**src/rtl/gpio_sc_pkg.sv**
```systemverilog
package gpio_sc_pkg;

  localparam int unsigned ADDR_W = 8;

  localparam logic [ADDR_W-1:0] OFS_DIR   = 8'h10;
  localparam logic [ADDR_W-1:0] OFS_OUT   = 8'h14;
  localparam logic [ADDR_W-1:0] OFS_SET   = 8'h18;
  localparam logic [ADDR_W-1:0] OFS_CLR   = 8'h1C;
  localparam logic [ADDR_W-1:0] OFS_IN    = 8'h20;

  typedef enum logic [2:0] {
    RSEL_NONE = 3'd0,
    RSEL_DIR  = 3'd1,
    RSEL_OUT  = 3'd2,
    RSEL_IN   = 3'd3
  } rd_sel_e;

  typedef struct packed {
    logic dir_wr;
    logic set_wr;
    logic clr_wr;
  } wr_stb_t;

  // Next output latch value from set and clear masks; clear dominates.
  function automatic logic [31:0] f_apply_sc(input logic [31:0] cur,
                                             input logic [31:0] set_m,
                                             input logic [31:0] clr_m);
    return (cur | set_m) & ~clr_m;
  endfunction

  // Output enable is active for pins whose direction bit is 0.
  function automatic logic [31:0] f_oe_from_dir(input logic [31:0] dir);
    return ~dir;
  endfunction

endpackage

```
**src/rtl/gpio_sc_decode.sv**
```systemverilog
module gpio_sc_decode
  import gpio_sc_pkg::*;
(
  input  logic              bus_en,
  input  logic              bus_we,
  input  logic [ADDR_W-1:0] bus_addr,
  output wr_stb_t           wr_stb,
  output rd_sel_e           rd_sel
);

  logic do_wr;
  assign do_wr = bus_en & bus_we;

  always_comb begin
    wr_stb = '0;
    rd_sel = RSEL_NONE;
    unique case (bus_addr)
      OFS_DIR: begin
        wr_stb.dir_wr = do_wr;
        rd_sel        = RSEL_DIR;
      end
      OFS_OUT: rd_sel = RSEL_OUT;
      OFS_SET: begin
        wr_stb.set_wr = do_wr;
        rd_sel        = RSEL_OUT;
      end
      OFS_CLR: begin
        wr_stb.clr_wr = do_wr;
        rd_sel        = RSEL_OUT;
      end
      OFS_IN:  rd_sel = RSEL_IN;
      default: rd_sel = RSEL_NONE;
    endcase
  end

endmodule

```
**src/rtl/gpio_sc_regs.sv**
```systemverilog
module gpio_sc_regs
  import gpio_sc_pkg::*;
#(
  parameter int unsigned W = 32
) (
  input  logic         clk,
  input  logic         rst_n,
  input  wr_stb_t      wr_stb,
  input  logic [W-1:0] wdata,
  output logic [W-1:0] dir_q,
  output logic [W-1:0] out_q
);

  logic [W-1:0] set_mask;
  logic [W-1:0] clr_mask;
  logic [W-1:0] out_nxt;
  logic [31:0]  cur_ext;
  logic [31:0]  set_ext;
  logic [31:0]  clr_ext;
  logic [31:0]  nxt_ext;

  assign set_mask = wr_stb.set_wr ? wdata : '0;
  assign clr_mask = wr_stb.clr_wr ? wdata : '0;

  assign cur_ext = 32'(out_q);
  assign set_ext = 32'(set_mask);
  assign clr_ext = 32'(clr_mask);
  assign nxt_ext = f_apply_sc(cur_ext, set_ext, clr_ext);
  assign out_nxt = nxt_ext[W-1:0];

  always_ff @(posedge clk or negedge rst_n) begin
    if (!rst_n) begin
      dir_q <= '1;
    end else if (wr_stb.dir_wr) begin
      dir_q <= wdata;
    end
  end

  always_ff @(posedge clk or negedge rst_n) begin
    if (!rst_n) begin
      out_q <= '0;
    end else if (wr_stb.set_wr || wr_stb.clr_wr) begin
      out_q <= out_nxt;
    end
  end

endmodule

```
**src/rtl/gpio_sc_sync.sv**
```systemverilog
module gpio_sc_sync #(
  parameter int unsigned W      = 32,
  parameter int unsigned STAGES = 2
) (
  input  logic         clk,
  input  logic         rst_n,
  input  logic [W-1:0] d,
  output logic [W-1:0] q
);

  localparam int unsigned LAST = STAGES - 1;

  for (genvar b = 0; b < W; b++) begin : g_bit
    logic [STAGES-1:0] chain;
    always_ff @(posedge clk or negedge rst_n) begin
      if (!rst_n) begin
        chain <= '0;
      end else begin
        chain <= {chain[STAGES-2:0], d[b]};
      end
    end
    assign q[b] = chain[LAST];
  end

endmodule

```
**src/rtl/gpio_sc_port.sv**
```systemverilog
module gpio_sc_port
  import gpio_sc_pkg::*;
#(
  parameter int unsigned W = 32
) (
  input  logic              clk,
  input  logic              rst_n,
  input  logic              bus_en,
  input  logic              bus_we,
  input  logic [ADDR_W-1:0] bus_addr,
  input  logic [W-1:0]      bus_wdata,
  output logic [W-1:0]      bus_rdata,
  input  logic [W-1:0]      pad_in,
  output logic [W-1:0]      pad_out,
  output logic [W-1:0]      pad_oe
);

  wr_stb_t      wr_stb;
  rd_sel_e      rd_sel;
  logic [W-1:0] dir_q;
  logic [W-1:0] out_q;
  logic [W-1:0] in_q;
  logic [31:0]  oe_ext;

  // Named event wires for the checker.
  logic dir_stb;
  logic set_stb;
  logic clr_stb;
  assign dir_stb = wr_stb.dir_wr;
  assign set_stb = wr_stb.set_wr;
  assign clr_stb = wr_stb.clr_wr;

  gpio_sc_decode u_decode (
    .bus_en   (bus_en),
    .bus_we   (bus_we),
    .bus_addr (bus_addr),
    .wr_stb   (wr_stb),
    .rd_sel   (rd_sel)
  );

  gpio_sc_regs #(.W(W)) u_regs (
    .clk    (clk),
    .rst_n  (rst_n),
    .wr_stb (wr_stb),
    .wdata  (bus_wdata),
    .dir_q  (dir_q),
    .out_q  (out_q)
  );

  gpio_sc_sync #(.W(W), .STAGES(2)) u_sync (
    .clk   (clk),
    .rst_n (rst_n),
    .d     (pad_in),
    .q     (in_q)
  );

  assign oe_ext  = f_oe_from_dir(32'(dir_q));
  assign pad_oe  = oe_ext[W-1:0];
  assign pad_out = out_q;

  always_comb begin
    unique case (rd_sel)
      RSEL_DIR: bus_rdata = dir_q;
      RSEL_OUT: bus_rdata = out_q;
      RSEL_IN:  bus_rdata = in_q;
      default:  bus_rdata = '0;
    endcase
  end

endmodule

```
**config.mk**
```make
export PLATFORM = sky130hd
export DESIGN_NAME = gpio_sc_port
export DESIGN_NICKNAME = d
export VERILOG_FILES = /design/src/rtl/gpio_sc_pkg.sv /design/src/rtl/gpio_sc_decode.sv /design/src/rtl/gpio_sc_regs.sv /design/src/rtl/gpio_sc_sync.sv /design/src/rtl/gpio_sc_port.sv
export SDC_FILE = /design/constraint.sdc
export NUM_CORES = 1
export LEC_CHECK = 0
export ABC_CLOCK_PERIOD_IN_PS = 1970
export BUFFER_PORTS_ARGS = -buffer_cell sky130_fd_sc_hd__buf_2
export CORE_MARGIN = 2
export CORE_UTILIZATION = 40
export CTS_CLUSTER_DIAMETER = 100
export DETAILED_ROUTE_END_ITERATION = 12
export GPL_TIMING_DRIVEN = 0
export HOLD_SLACK_MARGIN = 0.03
export PLACE_DENSITY = 0.66
export SLEW_MARGIN = 20
export SYNTH_ARGS = -nofsm -noshare
export SYNTH_HDL_FRONTEND = slang
export SYNTH_SLANG_ARGS = --single-unit
```
**constraint.sdc**
```tcl
create_clock -name clk -period 1.97 [get_ports clk]
set_input_delay 0.197 -clock clk [delete_from_list [all_inputs] [get_ports clk]]
set_output_delay 0.197 -clock clk [all_outputs]
set_load 0.1 [all_outputs]
```
After elaboration in Yosys (flattened, before gate mapping)

Cells that the tools add are included.

Mux-type cells: 7
Bitwise gates (word level): 5
Reductions and logical operators: 2
Eq/ne operators: 8

Operators by type and width:

| kind                                          | count |
|---|---|
| case mux 32 bit (3 select lines)              | 1 |
| two-way mux 32 bit                            | 2 |
| inverter 32 bit                               | 2 |
| AND 32 bit                                    | 1 |
| == test 8 x 5 -> 1 bit, second input constant | 4 |
| bitwise OR 32 bit                             | 1 |
| == test 8 x 6 -> 1 bit, second input constant | 1 |
| == test 3 x 2 -> 1 bit, second input constant | 2 |
| case mux 2 bit (3 select lines)               | 1 |
| == test 3 x 1 -> 1 bit, second input constant | 1 |
| two-way mux 1 bit                             | 3 |
| OR reduction 3 bit                            | 1 |
| AND 1 bit                                     | 1 |
| logical OR 1 bit                              | 1 |

Logic and storage cells: 56
Flip-flop bits (word level): 128

Logic depth before layout (Yosys ltp)

Word-level depth: 5
Mapped depth: 6
Gate-level depth less buffers: 3

Cells and area by module

Synthesis repeated with hierarchy kept, for this count alone.

Cell total of the unflattened synthesis: 426
Area, all modules: 5460.2 µm²

By module, submodules not included:

| module         | seq. area each (µm²) | area an instance (µm²) | cells an instance | times used |
|---|---|---|---|---|
| gpio_sc_regs   | 1641.6               | 2536.2                 | 170               | 1 |
| gpio_sc_sync   | 1601.5               | 1841.8                 | 96                | 1 |
| gpio_sc_port   | 0.0                  | 979.7                  | 145               | 1 |
| gpio_sc_decode | 0.0                  | 102.6                  | 15                | 1 |

Worst setup path before layout

No wires, ideal clock.

Path type: in2out
Start: in bus_addr[7]
End: out bus_rdata[0]
Data required time: 1.773 ns
Arrival time: 2.902 ns
Buffers on the path: 3
Slack: -1.129 ns
Stages: 6
Cell sequence: or4_4 > buf_6 > or3_1 > clkbuf_1 > buf_2 > o2bb2ai_1

Word-level cells in the longest chain between the ends: 5
Elaborated cells between the ends (all ways): 11

RTL lines:

| item                                                                    | RTL line             | text |
|---|---|---|
| start, declared                                                         | gpio_sc_port.sv:10   | `input logic [ADDR_W-1:0] bus_addr,` |
| == test 8 x 5 -> 1 bit                                                  | gpio_sc_decode.sv:17 | `unique case (bus_addr)` |
| OR reduction 3 bit (no source line)                                     | -                    |  |
| case mux 2 bit (3 select lines) *                                       | gpio_sc_decode.sv:17 |  |
| == test 3 x 2 -> 1 bit / == test 3 x 1 -> 1 bit (equally long branches) | gpio_sc_port.sv:62   | `unique case (rd_sel)` |
| case mux 32 bit (3 select lines) *                                      | gpio_sc_port.sv:62   |  |
| end, declared                                                           | gpio_sc_port.sv:12   | `output logic [W-1:0] bus_rdata,` |

Every way passes the cells marked *; elsewhere a longest branch is shown, timed or not.

Worst setup path after layout

Start: in bus_addr[1]
End: out bus_rdata[15]

Same word-level chain as after synthesis.

==> results.md <==
- Run status: finished, violations left
- Violated checks: setup timing
- Synth area leader: dfrtp_1
- Reg2reg path depth: 2
- Root buf cell: clkbuf_16
- Total power: 6.67 mW
- Setup_tns: -3.13 ns
- Final min period: 2.09 ns
- Die Wd: 118 um
- Initial core utilization: 41.2%
- Pwr dens: 756 mW/mm^2
- Die Height: 118 um
- Xor/xnor cell area share of the yosys netlist: 0%
- Worst R2R End: u_regs.out_q[22]$_DFFE_PN0P_
- WL per Instance: 19.5 um
- Sw Ratio: 25.1%
- R2r setup slk: 1.16 ns
- WHS: 0.0442 ns
- DRC: 0
- Internal cell power: 5.00 mW
- Vias in the first global route: 4723
- Ranking of synthesized cells by area: dfrtp_1 (46%), dfstp_2 (16%), o31ai_1 (9.2%)
- Total gr overflow: 0
- Final period util: 106%
- Arr. time, crit path: 1.89 ns
- Seq pwr share: 42.2%
- Critical path type: input pin to output pin
- Layout fillers: 873
- Clock Skew: 0.00262 ns
- Post-DP HPWL: 10200 um
- Slowest stage delay, CP: 0.56 ns
- Aggregate global-route resource usage: 23.6%
- Max Freq: 478 MHz
- Via count: 4321
- Layout cells sized above 1: 49.5%
- Routability congestion estimate: 0.778
- DR vias/cell: 5.17
- Site Rows: 41
- Switching Power: 1.68 mW
- Main combinational cell family by area after synthesis: compound AO/OA/AOI/OAI gates
- Synthesized area: 0.00522 mm^2
- Predominant post-synthesis flop cell: dfrtp_1
- RSZ-0062 raised after global routing: true
- Slew Viols, Final: 0
- Distinct cell type count after synthesis: 20
- Setup violations, final: 32
- Final-stage net count: 727
- Ports: 172
- Startpoint class of the critical path: input pin
- Post-synth top cells: dfrtp_1 (96), o31ai_1 (64)
- Die ar.: 0.0140 mm^2
- Worst-margin pin slew: 0.600 ns
- CTS Buf Count: 17
- Clock slew at reported path FFs: 0.05 ns
- Initial antenna violation count: 0
- Post-Synth Adder-Cell Area: 0%
- CP endpoint kind: output pin
- Diodes inserted: 0
- Post-synth EDFFs: 0
- Hold path startpoint: bus_wdata[29]
- Clock sink count: 128
- Yosys top cell area share: 46.1%
- Post-synthesis async set-or-reset flop share: 100%
- Area delta synth->final: 69.3%
- Detail Route Antenna Nets: 0
- CP Launch Point: bus_addr[1]
- First-pass GRT wire length: 25500 um
- Synth Warn #: 0
- # H-tree levels: 4
- Net count after synthesis: 474
- Post-Route WL: 16300 um
- Core Footprint: 0.0127 mm^2
- Synth Instances: 398
- Placement Setup Slack: -0.757 ns
- Leakage: 3.65 nW
- Simple-Gate Fraction of Synth Area: 3.79%
- Worst Setup EP: bus_rdata[15]
- CTS tree: built
- Slew Limit Headroom: 60.0%
- Most numerous cell on the critical path: buf_6
- IR drop worst, VDD: 0.667 mV
- Pin count of the biggest net entering global routing: 67
- Post-synthesis sequential area ratio: 62.2%
- Critical path fanouts, max: 6
- Mux share of post-synthesis cell area: 9.07%
- Clk network pwr share: 46.1%
- DR iter-0 viols: 251
- Gate power share: 11.8%
- Clock tree buffer depth: 2
- Worst setup margin: -0.122 ns
- Min-Delay Path Class: input pin to flop
- Average size of a mapped cell: 13.1 um^2
- DRT Pass-1 Iters: 4
- Max_cap viols: 0
- Slowest stage cell, crit path: or4_4
- WP data required: 1.77 ns
- Worst path cell trace: buf_6 > or4_4 > buf_6 > nor3b_4 > buf_6 > clkbuf_16 > o2bb2ai_4 > buf_12
- Complex-gate fraction of the synthesized area: 19.2%
- #FFs+latches synth: 128
- Cell with the most instances after synthesis: dfrtp_1
- Hold Violations, Final: 0
- I/O Buffers: 169
- Clock latency on the worst-skew pair: 0.41 ns
- Worst r2r src: u_regs.out_q[22]$_DFFE_PN0P_
## worst min path at each step
stage | slack, ns | depth (start not counted) | end
after detailed placement | 0.22 | 1 | u_sync.g_bit[21].chain[1]$_DFF_PN0_
after floorplan | -0.1 | 0 | u_regs.out_q[0]$_DFFE_PN0P_
final | 0.04 | 2 | u_regs.dir_q[29]$_DFFE_PN1P_
after global placement | 0.30 | 1 | u_sync.g_bit[22].chain[0]$_DFF_PN0_
after CTS | 0.03 | 2 | u_regs.dir_q[29]$_DFFE_PN1P_
after global routing | 0.03 | 2 | u_regs.dir_q[21]$_DFFE_PN1P_
## timing repair
action / 4_1_cts / 5_1_grt
pin swaps: 7 / 6
endpoints found under the hold margin: 98 / 0
buffers inserted: 6 / 1
cloned: 1 / 4
endpoints found under the setup margin: 32 / 32
hold buffers: 53 / 0
resized for setup: 137 / 19
## flip-flops by register name (all words and copies together) (netlist names)
register,count
u_regs.dir_q,32
u_sync.g_bit.chain,64
u_regs.out_q,32
## worst max-delay path: cells and delay by family
kind            cells  cell delay (ns)
buf+inv             5             0.81
simple gates        2             0.76
compound gates      1             0.13
## placed cells by master, fill, tap and decap left out, drive strengths merged
cell	synthesis	final
nand2	32	32
nor2b	2	2
nor4	1	1
or3	1	1
o31ai	64	64
clkinv	0	3
dlygate4sd3	0	53
o2bb2ai	32	32
nor3b	1	1
bufinv	0	1
buf	13	191
nor2	1	1
a22oi	32	32
nand4b	1	1
or4	1	1
inv	32	32
dfrtp	96	96
clkbuf	24	55
dfstp	32	32
or2	1	1
mux2	32	32
## stage by stage
stage | util, % | cells | instance area [um^2]
after global routing | 69.7 | 836 | 8830
final | 69.7 | 836 | 8830
after floorplan | - | 398 | 5880
after detailed placement | 55.1 | 740 | 6980
after global placement | 54.8 | 739 | 6940
after CTS | 68.5 | 831 | 8680
## metal layers
metal,wire (um),vias up,part of all wire [%],track usage (%)
met5,0,-,0,0
li1,-,1963,-,-
met1,6680,2183,41,28.6
met4,236,0,1.4,8.58
met2,8490,157,52,40.5
met3,926,18,5.7,6.03
## cell type report
type	count	area [um^2]	share of cell area [%]
sequential	128	3240	36.7
timing repair buffer	235	2090	23.7
tap	172	215	2.44
clock inverter	4	45.0	0.510
clock buffer	28	547	6.19
inverter	32	120	1.36
multi-input combinational	201	2290	25.9
buffer	36	282	3.19
## logic make-up (layout without fill, tap and decap cells)
kind of cell | count (synthesis) | count (layout)
AO/OA/AOI/OAI | 128 | 128
flip-flops | 128 | 128
buffers and inverters | 69 | 335
multiplexers | 32 | 32
AND/OR/NAND/NOR | 41 | 41
## power groups by stage
stage	clock network (mW)	registers [mW]	logic (mW)
final	3.07	2.81	0.786
after global routing	3.25	2.82	0.834
after CTS	3.12	2.81	0.779
after detailed placement	0	2.85	0.683
after global placement	0	2.85	0.665
after floorplan	0	2.96	0.324
(Power assumes the default switching activity.)
